--- src/rtl/bwd_pkg.sv ---
package bwd_pkg;
  typedef enum logic [1:0] {
    REQ_MEM  = 2'd0,
    REQ_IO   = 2'd1,
    REQ_CFG  = 2'd2,
    REQ_IDLE = 2'd3
  } req_kind_e;

  localparam int unsigned FIRST_DW = 6;   // offset 18h
  localparam int unsigned LAST_DW  = 12;  // offset 30h
  localparam int unsigned NUM_DW   = LAST_DW - FIRST_DW + 1;
endpackage

--- src/rtl/bwd_regs.sv ---
module bwd_regs #(
  parameter bit IO_32 = 1'b1,
  parameter bit PF_64 = 1'b1
) (
  input  logic        clk_i,
  input  logic        rst_ni,
  input  logic        we_i,
  input  logic [7:0]  addr_i,
  input  logic [3:0]  be_i,
  input  logic [31:0] wdata_i,
  output logic [31:0] rdata_o,
  output logic [7:0]  sec_o,
  output logic [7:0]  sub_o,
  output logic [3:0]  io_base_o,
  output logic [3:0]  io_lim_o,
  output logic [15:0] io_base_up_o,
  output logic [15:0] io_lim_up_o,
  output logic [11:0] mem_base_o,
  output logic [11:0] mem_lim_o,
  output logic [11:0] pf_base_o,
  output logic [11:0] pf_lim_o,
  output logic [31:0] pf_base_up_o,
  output logic [31:0] pf_lim_up_o
);
  import bwd_pkg::*;

  function automatic logic [31:0] wr_mask(int unsigned idx);
    case (idx)
      0:       return 32'h00FF_FFFF;
      1:       return 32'h0000_F0F0;
      2, 3:    return 32'hFFF0_FFF0;
      4, 5:    return PF_64 ? 32'hFFFF_FFFF : 32'h0;
      6:       return IO_32 ? 32'hFFFF_FFFF : 32'h0;
      default: return 32'h0;
    endcase
  endfunction

  function automatic logic [31:0] ro_val(int unsigned idx);
    case (idx)
      1:       return IO_32 ? 32'h0000_0101 : 32'h0;
      3:       return PF_64 ? 32'h0001_0001 : 32'h0;
      default: return 32'h0;
    endcase
  endfunction

  logic [5:0]               dw_idx;
  logic [31:0]              be_mask;
  logic [NUM_DW-1:0][31:0]  dw;

  assign dw_idx  = addr_i[7:2];
  assign be_mask = {{8{be_i[3]}}, {8{be_i[2]}}, {8{be_i[1]}}, {8{be_i[0]}}};

  for (genvar g = 0; g < NUM_DW; g++) begin : g_dw
    localparam logic [31:0] WM = wr_mask(g);
    logic [31:0] q;
    always_ff @(posedge clk_i or negedge rst_ni) begin
      if (!rst_ni)
        q <= '0;
      else if (we_i && dw_idx == 6'(FIRST_DW + g))
        q <= (q & ~(be_mask & WM)) | (wdata_i & be_mask & WM);
    end
    assign dw[g] = q;
  end

  always_comb begin
    rdata_o = '0;
    for (int i = 0; i < NUM_DW; i++)
      if (dw_idx == 6'(FIRST_DW + i)) rdata_o = dw[i] | ro_val(i);
  end

  assign sec_o        = dw[0][15:8];
  assign sub_o        = dw[0][23:16];
  assign io_base_o    = dw[1][7:4];
  assign io_lim_o     = dw[1][15:12];
  assign mem_base_o   = dw[2][15:4];
  assign mem_lim_o    = dw[2][31:20];
  assign pf_base_o    = dw[3][15:4];
  assign pf_lim_o     = dw[3][31:20];
  assign pf_base_up_o = dw[4];
  assign pf_lim_up_o  = dw[5];
  assign io_base_up_o = dw[6][15:0];
  assign io_lim_up_o  = dw[6][31:16];

  a_r2_bus_write: assert property (@(posedge clk_i) disable iff (!rst_ni)
    (we_i && dw_idx == 6'd6 && be_i[1]) |=> (sec_o == $past(wdata_i[15:8])));

  a_r2_be_masked: assert property (@(posedge clk_i) disable iff (!rst_ni)
    (we_i && dw_idx == 6'd6 && !be_i[2]) |=> $stable(sub_o));
endmodule

--- src/rtl/bwd_window.sv ---
module bwd_window #(
  parameter int unsigned W = 12
) (
  input  logic [W-1:0] base_i,
  input  logic [W-1:0] limit_i,
  input  logic [W-1:0] addr_i,
  output logic         hit_o
);
  // comparing upper bits only equals comparing zero-filled base and one-filled limit
  logic en;
  assign en    = base_i <= limit_i;
  assign hit_o = en && (addr_i >= base_i) && (addr_i <= limit_i);
endmodule

--- src/rtl/bwd_bus_route.sv ---
module bwd_bus_route (
  input  logic [7:0] sec_i,
  input  logic [7:0] sub_i,
  input  logic [7:0] bus_i,
  output logic       in_range_o,
  output logic       is_sec_o
);
  assign is_sec_o   = bus_i == sec_i;
  assign in_range_o = is_sec_o || (bus_i > sec_i && bus_i <= sub_i);
endmodule

--- src/rtl/bridge_window_decode.sv ---
module bridge_window_decode #(
  parameter bit IO_32 = 1'b1,
  parameter bit PF_64 = 1'b1
) (
  input  logic        clk_i,
  input  logic        rst_ni,
  input  logic        cfg_we_i,
  input  logic [7:0]  cfg_addr_i,
  input  logic [3:0]  cfg_be_i,
  input  logic [31:0] cfg_wdata_i,
  output logic [31:0] cfg_rdata_o,
  input  logic [1:0]  req_type_i,
  input  logic [63:0] req_addr_i,
  input  logic [7:0]  req_bus_i,
  output logic        fwd_o,
  output logic        cfg_type0_o,
  output logic [2:0]  win_hit_o
);
  import bwd_pkg::*;

  logic [7:0]  sec, sub;
  logic [3:0]  io_base, io_lim;
  logic [15:0] io_base_up, io_lim_up;
  logic [11:0] mem_base, mem_lim, pf_base, pf_lim;
  logic [31:0] pf_base_up, pf_lim_up;

  bwd_regs #(.IO_32(IO_32), .PF_64(PF_64)) u_regs (
    .clk_i, .rst_ni,
    .we_i(cfg_we_i), .addr_i(cfg_addr_i), .be_i(cfg_be_i),
    .wdata_i(cfg_wdata_i), .rdata_o(cfg_rdata_o),
    .sec_o(sec), .sub_o(sub),
    .io_base_o(io_base), .io_lim_o(io_lim),
    .io_base_up_o(io_base_up), .io_lim_up_o(io_lim_up),
    .mem_base_o(mem_base), .mem_lim_o(mem_lim),
    .pf_base_o(pf_base), .pf_lim_o(pf_lim),
    .pf_base_up_o(pf_base_up), .pf_lim_up_o(pf_lim_up)
  );

  req_kind_e kind;
  assign kind = req_kind_e'(req_type_i);

  logic hi32_zero;
  assign hi32_zero = req_addr_i[63:32] == '0;

  logic io_win, mem_win, pf_win;
  logic io_ok, pf_ok;

  if (IO_32) begin : g_io32
    bwd_window #(.W(20)) u_io (
      .base_i({io_base_up, io_base}), .limit_i({io_lim_up, io_lim}),
      .addr_i(req_addr_i[31:12]), .hit_o(io_win));
    assign io_ok = hi32_zero;
    logic unused_io;
    assign unused_io = 1'b0;
  end else begin : g_io16
    bwd_window #(.W(4)) u_io (
      .base_i(io_base), .limit_i(io_lim),
      .addr_i(req_addr_i[15:12]), .hit_o(io_win));
    assign io_ok = hi32_zero && req_addr_i[31:16] == '0;
    logic unused_io;
    assign unused_io = ^{io_base_up, io_lim_up};
  end

  bwd_window #(.W(12)) u_mem (
    .base_i(mem_base), .limit_i(mem_lim),
    .addr_i(req_addr_i[31:20]), .hit_o(mem_win));

  if (PF_64) begin : g_pf64
    bwd_window #(.W(44)) u_pf (
      .base_i({pf_base_up, pf_base}), .limit_i({pf_lim_up, pf_lim}),
      .addr_i(req_addr_i[63:20]), .hit_o(pf_win));
    assign pf_ok = 1'b1;
    logic unused_pf;
    assign unused_pf = 1'b0;
  end else begin : g_pf32
    bwd_window #(.W(12)) u_pf (
      .base_i(pf_base), .limit_i(pf_lim),
      .addr_i(req_addr_i[31:20]), .hit_o(pf_win));
    assign pf_ok = hi32_zero;
    logic unused_pf;
    assign unused_pf = ^{pf_base_up, pf_lim_up};
  end

  logic bus_in, bus_sec;
  bwd_bus_route u_bus (
    .sec_i(sec), .sub_i(sub), .bus_i(req_bus_i),
    .in_range_o(bus_in), .is_sec_o(bus_sec));

  logic hit_io, hit_mem, hit_pf;
  assign hit_io  = kind == REQ_IO  && io_ok && io_win;
  assign hit_mem = kind == REQ_MEM && hi32_zero && mem_win;
  assign hit_pf  = kind == REQ_MEM && pf_ok && pf_win;

  always_comb begin
    unique case (kind)
      REQ_MEM: fwd_o = hit_mem || hit_pf;
      REQ_IO:  fwd_o = hit_io;
      REQ_CFG: fwd_o = bus_in;
      default: fwd_o = 1'b0;
    endcase
  end

  assign cfg_type0_o = kind == REQ_CFG && bus_sec;
  assign win_hit_o   = {hit_pf, hit_mem, hit_io};

  logic unused_low;
  assign unused_low = ^{req_addr_i[11:0]};

  a_r8_type0_forwarded: assert property (@(posedge clk_i) disable iff (!rst_ni)
    cfg_type0_o |-> fwd_o);

  a_r7_io_by_io_window: assert property (@(posedge clk_i) disable iff (!rst_ni)
    (kind == REQ_IO && fwd_o) |-> win_hit_o[0]);

  a_r7_mem_by_mem_window: assert property (@(posedge clk_i) disable iff (!rst_ni)
    (kind == REQ_MEM && fwd_o) |-> (win_hit_o[1] || win_hit_o[2]));

  a_r9_idle_quiet: assert property (@(posedge clk_i) disable iff (!rst_ni)
    (kind == REQ_IDLE) |-> (!fwd_o && !cfg_type0_o && win_hit_o == 3'b000));

  a_r9_hits_onehot: assert property (@(posedge clk_i) disable iff (!rst_ni)
    (kind != REQ_MEM) |-> $onehot0(win_hit_o));
endmodule

--- config.mk ---
export PLATFORM = sky130hd
export DESIGN_NAME = bridge_window_decode
export DESIGN_NICKNAME = d
export VERILOG_FILES = /design/src/rtl/bwd_pkg.sv /design/src/rtl/bwd_regs.sv /design/src/rtl/bwd_window.sv /design/src/rtl/bwd_bus_route.sv /design/src/rtl/bridge_window_decode.sv
export SDC_FILE = /design/constraint.sdc
export NUM_CORES = 1
export LEC_CHECK = 0
export CAP_MARGIN = 10
export CORE_MARGIN = 3
export CORE_UTILIZATION = 25
export DETAILED_ROUTE_END_ITERATION = 8
export DONT_BUFFER_PORTS = 1
export RECOVER_POWER = 25
export SLEW_MARGIN = 10
export SYNTH_ARGS = -nofsm -noshare
export SYNTH_HDL_FRONTEND = slang
export SYNTH_SLANG_ARGS = --single-unit
--- constraint.sdc ---
create_clock -name clk_i -period 4.5 [get_ports clk_i]
set_input_delay 0.45 -clock clk_i [delete_from_list [all_inputs] [get_ports clk_i]]
set_output_delay 0.45 -clock clk_i [all_outputs]
set_load 0.01 [all_outputs]
---- Yosys cells after proc, flatten, opt, wreduce, memory -nomap -nowiden ----
Index checks and enable logic that the tools add are counted.
operators by class
  order comparisons ....................... 11
  eq/ne operators ......................... 10
  muxes and demuxes ....................... 15
  bitwise operators ....................... 26
  reduce and logical (&&, ||, !) cells .... 24
operators with widths
  cell                                           number
  two-way mux 32 bit                             14
  bitwise OR 32 bit                              12
  AND 32 bit                                     8
  less-or-equal comparator 44 bit                2
  inverter 32 bit                                2
  >= comparator 44 bit                           1
  less-or-equal comparator 20 bit                2
  zero test 32 bit                               1
  inverter 16 -> 32 bit                          1
  inverter 24 -> 32 bit                          1
  bitwise OR 32 x 16 -> 32 bit                   1
  bitwise OR 32 x 24 -> 32 bit                   1
  == test 6 x 4 -> 1 bit, second input constant  5
  less-or-equal comparator 12 bit                2
  >= comparator 20 bit                           1
  logical AND 1 bit                              20
  == test 6 x 3 -> 1 bit, second input constant  2
  >= comparator 12 bit                           1
  == test 8 bit                                  1
  > comparator 8 bit                             1
  less-or-equal comparator 8 bit                 1
  case mux 1 bit (3 select lines)                1
  == test 2 x 1 -> 1 bit, second input constant  1
  == test 2 bit, second input constant           1
  other kinds (2)                                3
storage, ports and cells
  register bits ........................... 224
  output and inout port bits .............. 37
  word-level logic and storage cells ...... 93

---- Depth between registers and ports, before layout ----
Gate-level depths: netlist of the first run.
  depth after elaboration ................. 10
  depth in mapped cells ................... 10

---- By module ----
Synthesis of the first run repeated with hierarchy kept, for this count alone.
unflattened totals
  cells, all modules ...................... 1443
  area, all modules ....................... 14430.1 um^2
by module, submodules not included
  module                    instances  cells each  area an instance (um^2)
  bwd_regs                  1          645         8394.3
  bwd_window (g_pf64.u_pf)  1          421         3136.8
  bwd_window (g_io32.u_io)  1          184         1427.6
  bwd_window (u_mem)        1          114         879.6
  bwd_bus_route             1          54          407.9
  bridge_window_decode      1          25          183.9

---- Worst setup path after synthesis of the first run ----
No wires, ideal clock.
  path kind ............................... in2out
  start point ............................. in req_addr_i[61]
  end point ............................... out fwd_o
  arrival ................................. 2.200 ns
  data required time ...................... 4.050 ns
  setup slack ............................. 1.850 ns
  stages on the path ...................... 8
  buffers on the path ..................... 0
  cell sequence ........................... ha_1 nand4_1 or4_1 or2_2 o22ai_1 nor3_1 o2bb2ai_1 o211ai_1
on the way
  word-level cells in the longest chain between the ends .. 6
  elaborated cells between the ends (all ways) .. 12
  classes of those cells .................. order compare (2); mux (1); reduce/logical (9)
RTL lines
  item                                 line                        source
  start, declared                      bridge_window_decode.sv:13  input logic [63:0] req_addr_i,
  >= comparator 44 bit                 bwd_window.sv:12            assign hit_o = en && (addr_i >= base_i) && (addr_i <= limit_i);
  logical AND 1 bit (2 in a row)       bwd_window.sv:12
  logical AND 1 bit                    bridge_window_decode.sv:92  assign hit_pf = kind == REQ_MEM && pf_ok && pf_win;
  logical OR 1 bit                     bridge_window_decode.sv:96  REQ_MEM: fwd_o = hit_mem || hit_pf;
  case mux 1 bit (3 select lines) (*)  bridge_window_decode.sv:95  unique case (kind)
  end, declared                        bridge_window_decode.sv:15  output logic fwd_o,
Mark *: on every way between the ends. The rest lies on a longest branch, timed or not.

==> out/results.ini, run 1 <==
[run_status]
status = finished with violations
failed_checks = hold timing

[yosys]
avgSynthCellArea_sq_um = 9.65
synth-edff-count = 0
yosys.area_share.simple_pct = 11.4
ys_ff_latch = 176
syn_inst = 1429
synth_compound_area_share_pct = 15.2
synth_top_family_by_area = adder cells
synth_xor_xnor_area_share_pct = 0
synthMuxAreaShare_pct = 13.1
seq_area_frac_synth_pct = 31.9
yosysWarningCount = 0
synth_cell_types = 65
async_flop_share_pct = 100
netlist_area_sq_mm = 0.0138
synth-main-ff-cell = dfrtp_1
syn-num-nets = 1794
synth_adder_area_share_pct = 22.1

[setup_path]
end_kind = output port
cp-endpoint = fwd_o
critical_path_arrival_ns = 3.67
reg2reg_setup_slack_ns = 3.59
required_ns = 4.05
cp_max_fo = 3
reg2regPathDepth = 1
start_kind = flip-flop
crit_type = reg2out

[hold_path]
hp-class = in2async

[timing]
clock-skew-final_ns = 0
worst_pin_slew_ns = 0.863
fin_crit_sh_pct = 91.5
drv_slew = 0
setup_violations = 0
rsz0062_at_grt = no
whs_ns = -0.301
max_freq_mhz = 243
finalHoldViolations = 176
setup-tns-final_ns = 0
fin_crit_ns = 4.12
relSlewSlack_pct = 42.4

[clocking]
htree_levels = 4
clk_latency_ns = 0.45
clock-sinks = 176
cts_made_buffers = 17
cts_resized = 0
cts-root-buf = clkbuf_16
clockBufferDepth = 2
cts_setup_buffers = 0
path_clk_slew_ns = 0.07
cts_tree = done

[floorplan]
die_h_microns = 241
core_sq_mm = 0.0542
initial_utilization_pct = 25.4
dieArea_sq_mm = 0.0580
rows = 85
die_x_microns = 241
pin_count = 158

[power]
ir_worst_vdd_mv = 0.258
sequentialPowerShare_pct = 41.3
leakage_nw = 6.83
p_clk_share_pct = 34.4
internal-power_mw = 3.07
comb_power_share_pct = 24.3
switching_power_mw = 1.50
power.share.switching_pct = 32.8
power_density_mw_per_mm2 = 302

[route]
first_pass_iters = 7
post-route-drc-count = 0
drtAntennaViolNets = 0
via_per_inst = 5.35
vias = 11400
drt-initial-drc-count = 787
wl_microns = 48700
wire_per_inst_microns = 23.0

[finish]
area_delta_synth_final_pct = 9.56
fin_cells = 2122
num_antenna_cells = 0
final_cell_mix = ha_1, dfrtp_1, inv_1
final_nets = 1778
drive_gt1_share_pct = 13.6
final_common_cell = ha_1

[grt]
antenna_found_initial = 2
grt_usage_pct = 16.7
gr-total-overflow = 0
grt_pass1_wl_microns = 71800
grt_pass1_vias = 11600
grt_max_degree = 177

[placed_design]
hpwl_microns = 39500
routabilityCongestion = 0.905
portBuffers = 0
post-place-cells = 2090

[run]
drv_cap = 0

## per-layer routing
| metal | global-route usage (%) | share of wire, % |
|---|---|---|
| met4 | 5.70 | 3.1 |
| met3 | 5.73 | 9.7 |
| met5 | 0 | 0 |
| met1 | 21.3 | 43 |
| met2 | 26.5 | 44 |
## cells in the mapped netlist (3+ instances only)
library cell  number  area (sq um)
ha_1             244          3050
dfrtp_1          176          4400
inv_1            173           649
mux2_2           129          1450
o21ai_0          105           526
a21oi_1          100           500
nand2_1           97           364
nand4_1           49           307
nor2_1            41           154
nand3_1           39           195
a21o_1            21           158
buf_2             21           105
clkbuf_1          14          52.6
mux2i_1           14           140
a31oi_1           12          75.1
a222oi_1          11           110
nor3_1            11          55.1
nor4_1            11          68.8
o211ai_1          11          82.6
and3_1            10          62.6
o221ai_1          10          87.6
a211oi_1           9          67.6
mux4_2             9           203
nor2b_1            9          56.3
o22ai_1            9          56.3
a221oi_1           8          70.1
and4_1             6          52.6
buf_4              6          45.0
nand2b_1           6          37.5
a221o_1            5          50.1
o21a_1             5          37.5
a2111oi_0          4          35.0
a211o_1            4          35.0
a21boi_0           4          30.0
a2111o_1           3          33.8
a21o_2             3          26.3
nand3_2            3          30.0
## layout make-up
class                      instances  area (sq um)
clock buffer                      18           429
sequential                       176          4400
clock inverter                    14           168
timing repair buffer               8          60.1
fill                            5649         39100
tap                              696           871
inverter                         173           649
multi-input combinational       1037          8520
## metrics by stage
stage / total power, mW / worst slack (ns) / util, % / cell area (sq um)
floorplan: 2.67 / 1.85 / - / 13800
CTS: 4.56 / 0.537 / 27.8 / 15100
global placement: 2.93 / 1.00 / 26.7 / 14500
finish: 4.56 / 0.383 / 27.8 / 15100
global route: 4.80 / 0.316 / 27.8 / 15100
detailed placement: 3.00 / 1.03 / 26.7 / 14500
## worst max-delay path: stages, from the launching register on
cell,delay [ns]
dfrtp_1,0.39
inv_1,0.07
ha_1,0.39
nand4_1,0.15
or4_1,0.75
or2_2,0.35
o22ai_1,0.36
nor3_1,0.15
o2bb2ai_1,0.26
o211ai_1,0.33
## worst min-delay path by stage
stage / to / slack (ns)
detailed placement: async pin / 0.18
floorplan: async pin / 0.15
finish: async pin / -0.30
CTS: async pin / -0.31
global route: async pin / -0.32
global placement: async pin / 0.18
## power by group through the flow
stage | Combinational, mW | Clock, mW | Sequential (mW)
2_1_floorplan | 0.820 | 0 | 1.85
4_1_cts | 1.10 | 1.58 | 1.88
3_5_place_dp | 1.09 | 0 | 1.91
6_report | 1.11 | 1.57 | 1.88
3_3_place_gp | 1.03 | 0 | 1.90
5_1_grt | 1.26 | 1.64 | 1.90
## logic make-up (layout without fill, tap and decap cells)
group                      Yosys count  after routing
AOI/OAI and AO/OA                  337            337
DFF                                176            176
and+or+nand+nor                    303            303
adders and majority gates          244            244
buffers and inverters              216            213
muxes                              153            153
Note: power is estimated with default switching activity, not from simulation.
==> run 2: changes to the inputs <==
- CTS_BUF_LIST: unset -> sky130_fd_sc_hd__clkbuf_4 sky130_fd_sc_hd__clkbuf_8 sky130_fd_sc_hd__clkbuf_16
==> run 2 against run 1 <==
Net effect: the run still ends with hold timing left; largest power group unchanged; flip-flop and latch count is the same; die area unchanged; critical endpoint unchanged; clock skew stayed put; power up 0.11%.
==> out/results.ini, run 2 (synthesis results as in run 1) <==
[run_status]
status = finished with violations
failed_checks = hold timing

[setup_path]
crit_type = reg2out
crit_path_max_incr_delay_ns = 0.75
end_kind = output port
required_ns = 4.05
start_kind = flip-flop
crit_family = simple AND/OR/NAND/NOR gates
cp_max_fo = 3
reg2reg_setup_slack_ns = 3.59
critical_path_arrival_ns = 3.67
critPathBufInv = 1
cp_cell_sequence = inv_1 -> ha_1 -> nand4_1 -> or4_1 -> or2_2 -> o22ai_1 -> nor3_1 -> o2bb2ai_1 -> o211ai_1
cpMaxStageDelayCell = or4_1

[floorplan]
die_x_microns = 241
core_sq_mm = 0.0542
pin_count = 158
initial_utilization_pct = 25.4
rows = 85
die_h_microns = 241
dieArea_sq_mm = 0.0580

[finish]
multi_input_area_sq_mm = 0.00852
drive_gt1_share_pct = 13.7
area_delta_synth_final_pct = 9.58
fillers = 5647
final_common_cell = ha_1
final_nets = 1778
final_cell_mix = ha_1, dfrtp_1, inv_1
num_antenna_cells = 0
regArea_sq_mm = 0.00440

[hold_path]
hp-class = in2async

[placed_design]
hpwl_microns = 39500
portBuffers = 0
routabilityCongestion = 0.905

[grt]
grt_max_degree = 177
gr-total-overflow = 0
grt_pass1_wl_microns = 71800
antenna_found_initial = 2
grt_pass1_vias = 11600
grt_usage_pct = 16.7

[timing]
clock-skew-final_ns = 0
drv_slew = 0
fin_crit_ns = 4.12
rsz0062_at_grt = no
worst_pin_slew_ns = 0.862
whs_ns = -0.301
finalHoldViolations = 176
fin_crit_sh_pct = 91.5
setup-tns-final_ns = 0
max_freq_mhz = 243
setup_violations = 0
relSlewSlack_pct = 42.5

[route]
wl_met2_microns = 21600
wl_met1_microns = 20900
highest_layer = met4
wire_per_inst_microns = 23.0
post-route-drc-count = 0
drt-initial-drc-count = 787
wl_microns = 48700
drtAntennaViolNets = 0
via_per_inst = 5.35
vias = 11300
first_pass_iters = 7
route.met3.wl_microns = 4740

[clocking]
cts_tree = done
cts_resized = 0
clockBufferDepth = 2
cts_made_buffers = 17
htree_levels = 4
clock-sinks = 176
cts-root-buf = clkbuf_16
cts_setup_buffers = 0
clk_latency_ns = 0.45
path_clk_slew_ns = 0.07

[run]
drv_cap = 0

[power]
power_density_mw_per_mm2 = 302
leakage_nw = 6.83
ir_worst_vdd_mv = 0.258

[run 2: power breakdown]
| group | total (mW) | internal, mW | switching (mW) |
|---|---|---|---|
| Clock | 1.57 | 0.844 | 0.730 |
| Sequential | 1.88 | 1.73 | 0.150 |
| Combinational | 1.11 | 0.496 | 0.614 |
| Total | 4.57 | 3.07 | 1.49 |
[run 2: final timing paths]
path                            startpoint   endpoint  cells after the start
max                              flip-flop      fwd_o                      9
min reg2reg                      flip-flop  flip-flop                      1
min in group clk_i         cfg_wdata_i[18]  flip-flop                      2
min                                 rst_ni  async pin                      0
max in group asynchronous           rst_ni  async pin                      0
max reg2reg                      flip-flop  flip-flop                      1
[run 2: metal layers]
layer | up-vias | track usage, %
li1 | 5231 | -
met1 | 5616 | 21.3
met2 | 437 | 26.5
met3 | 62 | 5.73
met4 | 0 | 5.70
met5 | - | 0
[run 2: through the flow]
stage / worst slack (ns) / total power, mW / instance area [sq um] / util [%] / std cells
2_1_floorplan: 1.85 / 2.67 / 13800 / - / 1429
3_3_place_gp: 1.00 / 2.93 / 14500 / 26.7 / 2090
3_5_place_dp: 1.03 / 3.00 / 14500 / 26.7 / 2090
4_1_cts: 0.537 / 4.57 / 15100 / 27.9 / 2122
5_1_grt: 0.316 / 4.81 / 15100 / 27.9 / 2122
6_report: 0.383 / 4.57 / 15100 / 27.9 / 2122
[run 2: layout make-up]
type                       count  share of cell area, %
clock buffer                  18                   2.87
clock inverter                14                   1.11
inverter                     173                   4.30
multi-input combinational   1037                   56.4
sequential                   176                   29.2
tap                          696                   5.76
timing repair buffer           8                  0.398
==> run 3: changes to the inputs <==
- CELL_PAD_IN_SITES_DETAIL_PLACEMENT: unset -> 1
- CELL_PAD_IN_SITES_GLOBAL_PLACEMENT: unset -> 1
- CORE_ASPECT_RATIO: unset -> 1.4
- CORE_UTILIZATION: 25 -> 55
- PLACE_DENSITY_LB_ADDON: unset -> 0.1
==> run 3 against run 2 <==
Net effect: the flow still finishes with violations (hold timing); register-to-register slack hardly changed; clock-buffer cell count is 1 lower; power is 0.59% higher; clock skew stayed put; flip-flop and latch count stayed put; worst setup slack better by 0.32 ns; final area is 3.2% lower; largest power group unchanged.
==> out/results.ini, run 3 (synthesis results as in run 1) <==
[floorplan]
dieArea_sq_mm = 0.0270
initial_utilization_pct = 56.7
pin_count = 158
die_h_microns = 193
die_x_microns = 140
core_sq_mm = 0.0243
rows = 67

[timing]
finalHoldViolations = 176
fin_crit_sh_pct = 84.4
fin_crit_ns = 3.80
setup_violations = 0
setup-tns-final_ns = 0
worst_pin_slew_ns = 0.927
clock-skew-final_ns = 0
rsz0062_at_grt = no
max_freq_mhz = 263
drv_slew = 0
relSlewSlack_pct = 37.4
whs_ns = -0.316

[clocking]
cts_setup_buffers = 0
clk_latency_ns = 0.46
clockBufferDepth = 2
cts_tree = done
htree_levels = 4
cts_made_buffers = 17
clock-sinks = 176
cts_resized = 0
path_clk_slew_ns = 0.07
cts-root-buf = clkbuf_16

[placed_design]
post_dp_cell_area_sq_mm = 0.0140
hpwl_microns = 36400
routabilityCongestion = 0.932
portBuffers = 0

[finish]
final_cell_mix = ha_1, dfrtp_1, inv_1
multi_input_area_sq_mm = 0.00852
fin_area_sq_mm = 0.0146
utilization_pct = 60.1
final_nets = 1777
num_antenna_cells = 0
regArea_sq_mm = 0.00440
final_common_cell = ha_1
fillers = 2730
area_delta_synth_final_pct = 6.03
drive_gt1_share_pct = 13.6

[grt]
grt_pass1_vias = 12900
grt_usage_pct = 34.9
grt_max_degree = 177
grt_pass1_wl_microns = 73000
antenna_found_initial = 0
gr-total-overflow = 0

[route]
post-route-drc-count = 0
drt-initial-drc-count = 620
wire_per_inst_microns = 27.0
drtAntennaViolNets = 0
via_per_inst = 6.70
wl_microns = 46900
vias = 11600
first_pass_iters = 5

[setup_path]
start_kind = flip-flop
critical_path_arrival_ns = 3.35
cp_max_fo = 3
crit_type = reg2out
end_kind = output port
required_ns = 4.05

[run_status]
failed_checks = hold timing
status = finished with violations

[run]
drv_cap = 0

[power]
p_clk_share_pct = 34.1
internal-power_mw = 3.07
leakage_nw = 6.82
comb_power_share_pct = 24.8
power.share.switching_pct = 33.1
switching_power_mw = 1.52
ir_worst_vdd_mv = 0.269
total_power_mw = 4.59
sequentialPowerShare_pct = 41.1
power_density_mw_per_mm2 = 314

[hold_path]
hp-class = in2async

## run 3: path summary, 6_finish.rpt
path	end	slack, ns	from	cells after the start
max	fwd_o	0.70	flip-flop	9
min	async pin	-0.32	rst_ni	0
max reg2reg	flip-flop	3.60	flip-flop	2
min reg2reg	flip-flop	0.51	flip-flop	1
max in group asynchronous	async pin	4.36	rst_ni	0
min in group clk_i	flip-flop	0.11	cfg_wdata_i[31]	2
## run 3: area by class of cell
cell class	instances	area share, %
Timing Repair Buffer	7	0.360
Tap cell	310	2.65
Inverter	173	4.44
Multi-Input combinational cell	1037	58.3
Clock inverter	15	1.20
Sequential cell	176	30.1
Clock buffer	17	2.91
## run 3: metrics by stage
stage | setup WS [ns] | cells | hold WS, ns
after floorplan | 1.85 | 1429 | 0.154
after global placement | 1.27 | 1703 | 0.159
after detailed placement | 1.22 | 1703 | 0.158
after CTS | 0.723 | 1735 | -0.330
after global routing | 0.535 | 1735 | -0.327
final | 0.703 | 1735 | -0.316
## run 3: routing by layer
| layer | track usage (%) | up-vias | routed length [microns] |
|---|---|---|---|
| met5 | 0 | - | 0 |
| met4 | 18.3 | 0 | 2670 |
| met3 | 5.95 | 122 | 2470 |
| met2 | 61.5 | 386 | 23900 |
| met1 | 40.2 | 5896 | 17900 |
| li1 | - | 5223 | - |
## run 3: power by group through the flow
stage	combinational (mW)	sequential, mW	clock (mW)
2_1_floorplan	0.820	1.85	0
3_3_place_gp	1.04	1.90	0
3_5_place_dp	1.12	1.91	0
4_1_cts	1.14	1.88	1.57
5_1_grt	1.29	1.90	1.64
6_report	1.14	1.89	1.57
## run 3: worst max-delay path, cell delays in order (launching register included)
cell,delay (ns)
dfrtp_1,0.40
inv_1,0.08
ha_1,0.30
nand4_1,0.19
or4_1,0.70
or2_2,0.34
o22ai_1,0.24
nor3_1,0.11
o2bb2ai_1,0.20
o211ai_1,0.31
